`config.mk`:
```
export PLATFORM = sky130hd
export DESIGN_NAME = bar_hit_decoder
export DESIGN_NICKNAME = d
export VERILOG_FILES = /design/src/rtl/bar_dec_pkg.sv /design/src/rtl/bar_window.sv /design/src/rtl/bar_hit_prio.sv /design/src/rtl/bar_hit_decoder.sv
export SDC_FILE = /design/constraint.sdc
export NUM_CORES = 1
export LEC_CHECK = 0
export BUFFER_PORTS_ARGS = -buffer_cell sky130_fd_sc_hd__buf_4
export CAP_MARGIN = 20
export CORE_MARGIN = 8
export CORE_UTILIZATION = 30
export DETAILED_ROUTE_END_ITERATION = 6
export PLACE_DENSITY_LB_ADDON = 0.3
export SLEW_MARGIN = 20
export SYNTH_ARGS = -nofsm -noshare
export SYNTH_HDL_FRONTEND = slang
export SYNTH_SLANG_ARGS = --single-unit
```
`constraint.sdc`:
```
create_clock -name clk -period 2.78 [get_ports clk]
set_clock_uncertainty 0.2 [all_clocks]
set_input_delay 0 -clock clk [delete_from_list [all_inputs] [get_ports clk]]
set_output_delay 0 -clock clk [all_outputs]
set_load 0.01 [all_outputs]
```
`src/rtl/bar_dec_pkg.sv`:
```
package bar_dec_pkg;
   // attribute field returned in the low bits of every base read
   localparam int unsigned ATTR_W = 4;
   localparam logic        ATTR_IO_SPACE = 1'b0;        // memory space
   localparam logic [1:0]  ATTR_DECODE_TYPE = 2'b00;    // 32-bit decoder
   localparam logic        ATTR_PREFETCH = 1'b0;        // not prefetchable
   localparam logic [ATTR_W-1:0] ATTR_MEM32_NP =
      {ATTR_PREFETCH, ATTR_DECODE_TYPE, ATTR_IO_SPACE};

   function automatic int unsigned idx_width(int unsigned n);
      return (n > 1) ? $clog2(n) : 1;
   endfunction
endpackage

```
`src/rtl/bar_window.sv`:
```
module bar_window
   import bar_dec_pkg::*;
#(
   parameter int unsigned ADDR_W   = 32,
   parameter int unsigned SIZE_LOG2 = 16
) (
   input  logic              clk,
   input  logic              rst_n,
   input  logic              wr_en,
   input  logic [ADDR_W-1:0] wr_data,
   input  logic [ADDR_W-1:0] addr,
   output logic              match,
   output logic [ADDR_W-1:0] offset,
   output logic [ADDR_W-1:0] rd_data
);
   localparam logic [ADDR_W-1:0] MASK = {ADDR_W{1'b1}} << SIZE_LOG2;

   if (SIZE_LOG2 < ATTR_W || SIZE_LOG2 >= ADDR_W) begin : g_bad_size
      $error("bar_window: SIZE_LOG2 out of range");
   end

   logic [ADDR_W-1:0] base_q;

   always_ff @(posedge clk) begin
      if (!rst_n)     base_q <= '0;
      else if (wr_en) base_q <= wr_data & MASK;
   end

   always_comb begin
      match   = ((addr & MASK) == base_q);
      offset  = addr & ~MASK;
      rd_data = base_q | {{(ADDR_W-ATTR_W){1'b0}}, ATTR_MEM32_NP};
   end

   AST_HOLD_UNWRITTEN: assert property (@(posedge clk) disable iff (!rst_n)
      !wr_en |=> $stable(rd_data)) else $error("window base changed without write");
   AST_READ_ATTR: assert property (@(posedge clk) disable iff (!rst_n)
      rd_data[ATTR_W-1:0] == 4'b0000) else $error("attribute bits wrong");
endmodule

```
`src/rtl/bar_hit_prio.sv`:
```
module bar_hit_prio #(
   parameter int unsigned NUM_BARS = 4,
   parameter int unsigned ADDR_W   = 32,
   parameter int unsigned IDX_W    = 2
) (
   input  logic                           clk,
   input  logic                           rst_n,
   input  logic                           req_ok,
   input  logic [NUM_BARS-1:0]            match_vec,
   input  logic [NUM_BARS-1:0][ADDR_W-1:0] offset_vec,
   output logic                           hit_valid,
   output logic [NUM_BARS-1:0]            hit_vec,
   output logic [IDX_W-1:0]               hit_idx,
   output logic [ADDR_W-1:0]              hit_offset
);
   if ((1 << IDX_W) < NUM_BARS) begin : g_bad_idx
      $error("bar_hit_prio: IDX_W too narrow");
   end

   logic [NUM_BARS-1:0] sel;
   logic [IDX_W-1:0]    sel_idx;
   logic [ADDR_W-1:0]   sel_off;

   // walk from the top down so the lowest matching index is the last written
   always_comb begin
      sel     = '0;
      sel_idx = '0;
      sel_off = '0;
      for (int i = NUM_BARS - 1; i >= 0; i--) begin
         if (match_vec[i]) begin
            sel     = '0;
            sel[i]  = 1'b1;
            sel_idx = IDX_W'(i);
            sel_off = offset_vec[i];
         end
      end
   end

   always_ff @(posedge clk) begin
      if (!rst_n || !req_ok) begin
         hit_valid  <= 1'b0;
         hit_vec    <= '0;
         hit_idx    <= '0;
         hit_offset <= '0;
      end else begin
         hit_valid  <= |match_vec;
         hit_vec    <= sel;
         hit_idx    <= sel_idx;
         hit_offset <= sel_off;
      end
   end

   AST_VEC_ONEHOT: assert property (@(posedge clk) disable iff (!rst_n)
      $onehot0(hit_vec)) else $error("hit vector not one-hot");
   AST_IDX_AGREES: assert property (@(posedge clk) disable iff (!rst_n)
      hit_valid |-> hit_vec[hit_idx]) else $error("index disagrees with vector");
   AST_MISS_QUIET: assert property (@(posedge clk) disable iff (!rst_n)
      !hit_valid |-> (hit_vec == '0 && hit_offset == '0 && hit_idx == '0))
      else $error("miss outputs not zero");
   AST_LOWEST_WINS: assert property (@(posedge clk) disable iff (!rst_n)
      (req_ok && match_vec[0]) |=> (hit_valid && hit_idx == '0))
      else $error("index 0 match not reported");
endmodule

```
`src/rtl/bar_hit_decoder.sv`:
```
module bar_hit_decoder
   import bar_dec_pkg::*;
#(
   parameter int unsigned NUM_BARS = 4,
   parameter int unsigned ADDR_W   = 32,
   // 8 bits per window: log2 of its size in bytes, window 0 in the low byte
   parameter logic [NUM_BARS*8-1:0] BAR_LOG2 = {8'd7, 8'd8, 8'd16, 8'd16},
   localparam int unsigned IDX_W = idx_width(NUM_BARS)
) (
   input  logic                clk,
   input  logic                rst_n,
   input  logic                cfg_we,
   input  logic [IDX_W-1:0]    cfg_idx,
   input  logic [ADDR_W-1:0]   cfg_wdata,
   output logic [ADDR_W-1:0]   cfg_rdata,
   input  logic                mem_en,
   input  logic                req_valid,
   input  logic [ADDR_W-1:0]   req_addr,
   output logic                hit_valid,
   output logic [NUM_BARS-1:0] hit_vec,
   output logic [IDX_W-1:0]    hit_idx,
   output logic [ADDR_W-1:0]   hit_offset
);
   if (NUM_BARS < 1) begin : g_bad_count
      $error("bar_hit_decoder: NUM_BARS must be at least 1");
   end
   if (ADDR_W != 32) begin : g_bad_width
      $error("bar_hit_decoder: only 32-bit windows are supported");
   end

   logic [NUM_BARS-1:0]             match_vec;
   logic [NUM_BARS-1:0][ADDR_W-1:0] offset_vec;
   logic [NUM_BARS-1:0][ADDR_W-1:0] rd_vec;

   for (genvar g = 0; g < NUM_BARS; g++) begin : g_win
      localparam int unsigned LG = int'(BAR_LOG2[g*8 +: 8]);
      bar_window #(
         .ADDR_W   (ADDR_W),
         .SIZE_LOG2(LG)
      ) i_win (
         .clk    (clk),
         .rst_n  (rst_n),
         .wr_en  (cfg_we && (cfg_idx == IDX_W'(g))),
         .wr_data(cfg_wdata),
         .addr   (req_addr),
         .match  (match_vec[g]),
         .offset (offset_vec[g]),
         .rd_data(rd_vec[g])
      );
   end

   always_comb begin
      cfg_rdata = '0;
      for (int i = 0; i < NUM_BARS; i++)
         if (cfg_idx == IDX_W'(i)) cfg_rdata = rd_vec[i];
   end

   bar_hit_prio #(
      .NUM_BARS(NUM_BARS),
      .ADDR_W  (ADDR_W),
      .IDX_W   (IDX_W)
   ) i_prio (
      .clk       (clk),
      .rst_n     (rst_n),
      .req_ok    (req_valid && mem_en),
      .match_vec (match_vec),
      .offset_vec(offset_vec),
      .hit_valid (hit_valid),
      .hit_vec   (hit_vec),
      .hit_idx   (hit_idx),
      .hit_offset(hit_offset)
   );

   AST_DISABLED_NO_HIT: assert property (@(posedge clk) disable iff (!rst_n)
      !mem_en |=> !hit_valid) else $error("hit while decode disabled");
   AST_IDLE_NO_HIT: assert property (@(posedge clk) disable iff (!rst_n)
      !req_valid |=> !hit_valid) else $error("hit without request");
endmodule

```
Word-level counts from Yosys, hierarchy flattened --
Cells that the tools add are included.
Cells by class: reduce and logical (&&, ||, !) cells 13, muxes and demuxes 15, equal/unequal tests 7
Operators with widths (count):
- 32-bit two-way mux | 4
- 16-bit == test | 2
- 16-bit two-way mux | 2
- 25-bit == test | 1
- 24-bit == test | 1
- 8-bit two-way mux | 1
- 4-bit OR reduction | 2
- 7-bit two-way mux | 1
- 2-bit two-way mux | 3
- 1-bit logical AND | 5
- 2-bit == test (second input constant) | 2
- 4-bit two-way mux | 1
- 3-bit two-way mux | 1
- 3-bit OR reduction | 1
- 2-bit by 1-bit == test with 1-bit output (second input constant) | 1
- 1-bit zero test | 2
- 2-bit zero test | 1
- 1-bit two-way mux | 2
- 2-bit OR reduction | 1
- 1-bit logical OR | 1
Word-level totals: input port bits 71, word-level logic and storage cells 48, output and inout bits 71, register bits 120

Depth between registers and ports, before layout --
depth after elaboration 5, mapped depth 6

By module --
Synthesis repeated with hierarchy kept, for this count alone.
Second synthesis, totals: cell total of the unflattened synthesis 797, area total of the unflattened synthesis 8361.8 um^2
Modules (own cells, without submodules):
- bar_window (g_win[0].i_win ...) | cells an instance 121, times used 2, area an instance 1152.4 um^2
- bar_hit_prio | cells an instance 206, times used 1, area an instance 2223.4 um^2
- bar_window (g_win[3].i_win) | cells an instance 154, times used 1, area an instance 1508.9 um^2
- bar_window (g_win[2].i_win) | cells an instance 150, times used 1, area an instance 1468.9 um^2
- bar_hit_decoder | cells an instance 45, times used 1, area an instance 855.8 um^2

Worst setup path before layout --
OpenSTA, ideal clock, no wires.
kind reg2reg, from register g_win[3].i_win.base_q[13], to register i_prio.hit_offset[0], setup slack 1.000 ns, data arrival time 1.521 ns, cell stages (with the launch flop) 7, required time 2.520 ns, clock period less this slack 1.780 ns, path buffers 0, cell sequence dfxtp_1 > xor2_1 > nor4_1 > nand4_1 > nor4_2 > nand3b_2 > and3_1
On the way: cells in the longest elaborated chain, start to end 5
RTL lines:
- from (decl) | line bar_window.sv:22 | logic [ADDR_W-1:0] base_q;
- from (signal assigned) | line bar_window.sv:26 | else if (wr_en) base_q <= wr_data & MASK;
- 25-bit == test | line bar_window.sv:30 | match = ((addr & MASK) == base_q);
- 7-bit two-way mux | line bar_hit_prio.sv:30 | if (match_vec[i]) begin
- 8-bit two-way mux | line bar_hit_prio.sv:30
- 16-bit two-way mux (2 in a row) | line bar_hit_prio.sv:30
- to (signal assigned) | line bar_hit_prio.sv:49 | hit_offset <= sel_off;
- to (decl) | line bar_hit_prio.sv:14 | output logic [ADDR_W-1:0] hit_offset
Every way passes these cells. A chain may end at the register's enable or synchronous reset.

Worst setup path after layout --
from register g_win[1].i_win.base_q[17], to register i_prio.hit_offset[14]
On the way: cells in the longest elaborated chain, start to end 3
RTL lines (line):
- from (decl) | bar_window.sv:22
- from (signal assigned) | bar_window.sv:26
- 16-bit == test | bar_window.sv:30
- 16-bit two-way mux (2 in a row) | bar_hit_prio.sv:30
Every way passes these cells.

==> metrics.md <==
| Metric | Value |
|---|---|
| Post-layout min period | `2.30 ns` |
| Worst setup EP type | `register` |
| Commonest non-fill, non-tap cells in the layout | `nand2_1 (166), buf_4 (122), dfxtp_1 (104), a21boi_0 (80), xor2_1 (54)` |
| Wirelength, routed | `17000 microns` |
| Most used flip-flop cell after synthesis | `dfxtp_1` |
| Chip width | `148 microns` |
| Starting DRT DRC Count | `359` |
| FF-to-FF End | `i_prio.hit_offset[14]$_SDFF_PP0_` |
| CTS tree | `built` |
| Mapped cell area | `0.00523 sq mm` |
| Slew Viols, Final | `0` |
| PortBufs | `111` |
| CTS Buffer Depth | `2` |
| GRT Overall Usage | `15.7%` |
| Leakage | `2.84 nW` |
| Post-synth EDFFs | `0` |
| Crit path max-delay family | `simple AND/OR/NAND/NOR gates` |
| Yosys warns | `0` |
| GR Overflow Total | `0` |
| Drt wl/cell | `17.7 microns` |
| Vias per cell | `4.57` |
| Count of cell types in the netlist | `30` |
| Initial antenna violation count | `2` |
| Worst R2R Setup Slack | `0.48 ns` |
| Cts hold-fix bufs | `45` |
| Critical path class | `register to register` |
| Core area | `0.0172 sq mm` |
| DR top layer | `met5` |
| Largest net degree at the start of global routing | `82` |
| Max frequency | `436 MHz` |
| Setup-failing EPs final | `0` |
| ANT cells | `0` |
| Max-capacitance violation count | `0` |
| Power Dens Cells | `483 mW/mm^2` |
| Unrepaired setup endpoints after global routing | `false` |
| Synthesized instance count | `586` |
| Num CTS Buffers | `9` |
| Post-Route Setup TNS | `0 ns` |
| Die area | `0.0219 sq mm` |
| Asr flop ratio synth | `0%` |
| Hold Crit Class | `input port to register` |
| Status | `complete, no violations` |
| CP cell instances | `xor2_1 > nor4_1 > nand4_1 > and2_1 > nor2_2 > and2_1` |
| Htree depth | `3` |
| Final-report hold violation count | `0` |
| Setup crit start kind | `register` |
| Hold worst-path end | `i_prio.hit_idx[1]$_SDFF_PP0_` |
| CP arrival | `2.39 ns` |
| CTS resizes | `0` |
| Metal3 WL | `1030 microns` |
| Starting Density | `30.4%` |
| GP Congestion | `0.808` |
| CTS sink cnt | `104` |
| First-pass GRT wire length | `26400 microns` |
| Slowest stage delay, CP | `0.52 ns` |
| Clk slew on worst S/H paths | `0.07 ns` |
| Final routed DRC violation total | `0` |
| Post-layout util | `40.5%` |
| Drt first pass iters | `6` |
| Root Driver | `clkbuf_16` |
| HP Start | `req_addr[28]` |
| Die H | `148 microns` |
| Post-Syn Area per Cell | `8.92 sq um` |
| Most used cell, CP | `and2_1` |
| Slew HR | `49.8%` |
| Dpl hpwl | `12200 microns` |
| Commonest non-fill, non-tap cell in the layout | `nand2_1` |
| Critical-path top delay cell | `nor4_1` |
| Period utilization | `82.6%` |
| Routed via count | `4387` |
| Crit Reg-Reg Startpoint | `g_win[1].i_win.rd_data[17]$_SDFFE_PN0P_` |
| Post-CTS setup buffers | `0` |
| Remaining antenna violation count | `0` |
| Sequential-to-total area share from yosys stat | `39.8%` |
| Critical path required time | `2.88 ns` |
| Vias in the first global route | `4552` |
| Largest fanout on the critical path | `8` |
| Worst skew pair latency | `0.36 ns` |
| Yosys reg bits | `104` |
| Row count | `48` |
| Met1 wire length | `7620 microns` |
| Slew @ Worst Pin | `0.752 ns` |
| Peak supply drop | `0.279 mV` |
| Buf/Inv on CP | `0` |
| R2R depth | `6` |
| Routed wl met2 | `7870 microns` |
| Worst Hold Depth | `6` |
| Share of layout cells above drive strength 1 | `21.9%` |
| Area grow syn2layout | `33.1%` |
| I/O pins | `142` |
| Post-layout nets | `802` |
-- worst max-delay path by stage --
| stage | from | end | cells after the start |
|---|---|---|---|
| detailed placement | g_win[1].i_win.rd_data[17]$_SDFFE_PN0P_ | i_prio.hit_offset[14]$_SDFF_PP0_ | 6 |
| finish | g_win[1].i_win.rd_data[17]$_SDFFE_PN0P_ | i_prio.hit_offset[14]$_SDFF_PP0_ | 6 |
| floorplan | g_win[3].i_win.rd_data[13]$_SDFFE_PN0P_ | i_prio.hit_offset[0]$_SDFF_PP0_ | 6 |
| global route | g_win[1].i_win.rd_data[19]$_SDFFE_PN0P_ | i_prio.hit_offset[14]$_SDFF_PP0_ | 6 |
| CTS | g_win[1].i_win.rd_data[17]$_SDFFE_PN0P_ | i_prio.hit_offset[14]$_SDFF_PP0_ | 6 |
| global placement | g_win[1].i_win.rd_data[17]$_SDFFE_PN0P_ | i_prio.hit_offset[13]$_SDFF_PP0_ | 6 |
-- worst register-to-register path, cell delays in order, from the launching register on --
cell and delay [ns]:
dfxtp_1 0.34, xor2_1 0.17, nor4_1 0.52, nand4_1 0.31
and2_1 0.27, nor2_2 0.27, and2_1 0.17
-- state kept, by name (all words and copies together) (netlist names) --
name and flops:
i_prio.hit_valid 1, g_win.i_win.rd_data 81, i_prio.hit_idx 2, i_prio.hit_vec 4, i_prio.hit_offset 16
-- routing by layer --
metal | up-vias | GRT usage (%)
li1 | 2196 | -
met1 | 2042 | 19.3
met2 | 116 | 25.5
met3 | 29 | 4.13
met4 | 4 | 6.48
met5 | - | 0
-- cell type report --
class	instances	area (sq um)
fillers	1765	10200
multi-input cells	448	2920
flip-flops and latches	104	2080
repair buffers	167	1370
well taps	225	282
clock buffers	10	239
clock inverters	6	58.8
inverters	1	3.75
-- Yosys cell counts, drive strengths merged (2+ instances only) --
cell type / n / share of area, %
nand3: 5 / 0.48
nor4: 15 / 1.9
nor2: 7 / 0.55
dfxtp: 104 / 40
and2: 10 / 1.2
a21boi: 81 / 12
a21oi: 3 / 0.29
and3: 10 / 1.2
clkbuf: 28 / 2.0
xor2: 54 / 9.1
nand2: 166 / 12
nand3b: 2 / 0.36
mux4: 16 / 6.9
nor2b: 8 / 0.96
buf: 27 / 3.7
xnor2: 27 / 4.5
nand4: 9 / 1.1
mux2i: 8 / 1.5
-- report_power, final --
part           internal, mW  switching [mW]
Clock                 0.719           0.587
Sequential             1.53          0.0350
Combinational         0.237           0.254
Total                  2.48           0.876
-- metrics by stage --
stage               cell area (sq um)  hold slack [ns]  instances  power, mW  worst slack [ns]
floorplan                        5310          -0.0839        608       1.84              1.00
global placement                 6210           0.0261        900       2.04             0.486
detailed placement               6210           0.0302        900       2.04             0.476
CTS                              6960           0.0110        961       3.38             0.455
global route                     6960           0.0375        961       3.48             0.326
finish                           6960          0.00704        961       3.36             0.484
-- logic make-up after synthesis --
group,Yosys count,synth area share (%)
other,1,0.0718
DFF,104,39.8
muxes,24,8.43
xor gates and xnor gates,81,13.6
buffers and inverters,56,5.77
and+or+nand+nor,236,20.4
AOI/OAI and AO/OA,84,11.9
Note: power is estimated with default switching activity, not from simulation.
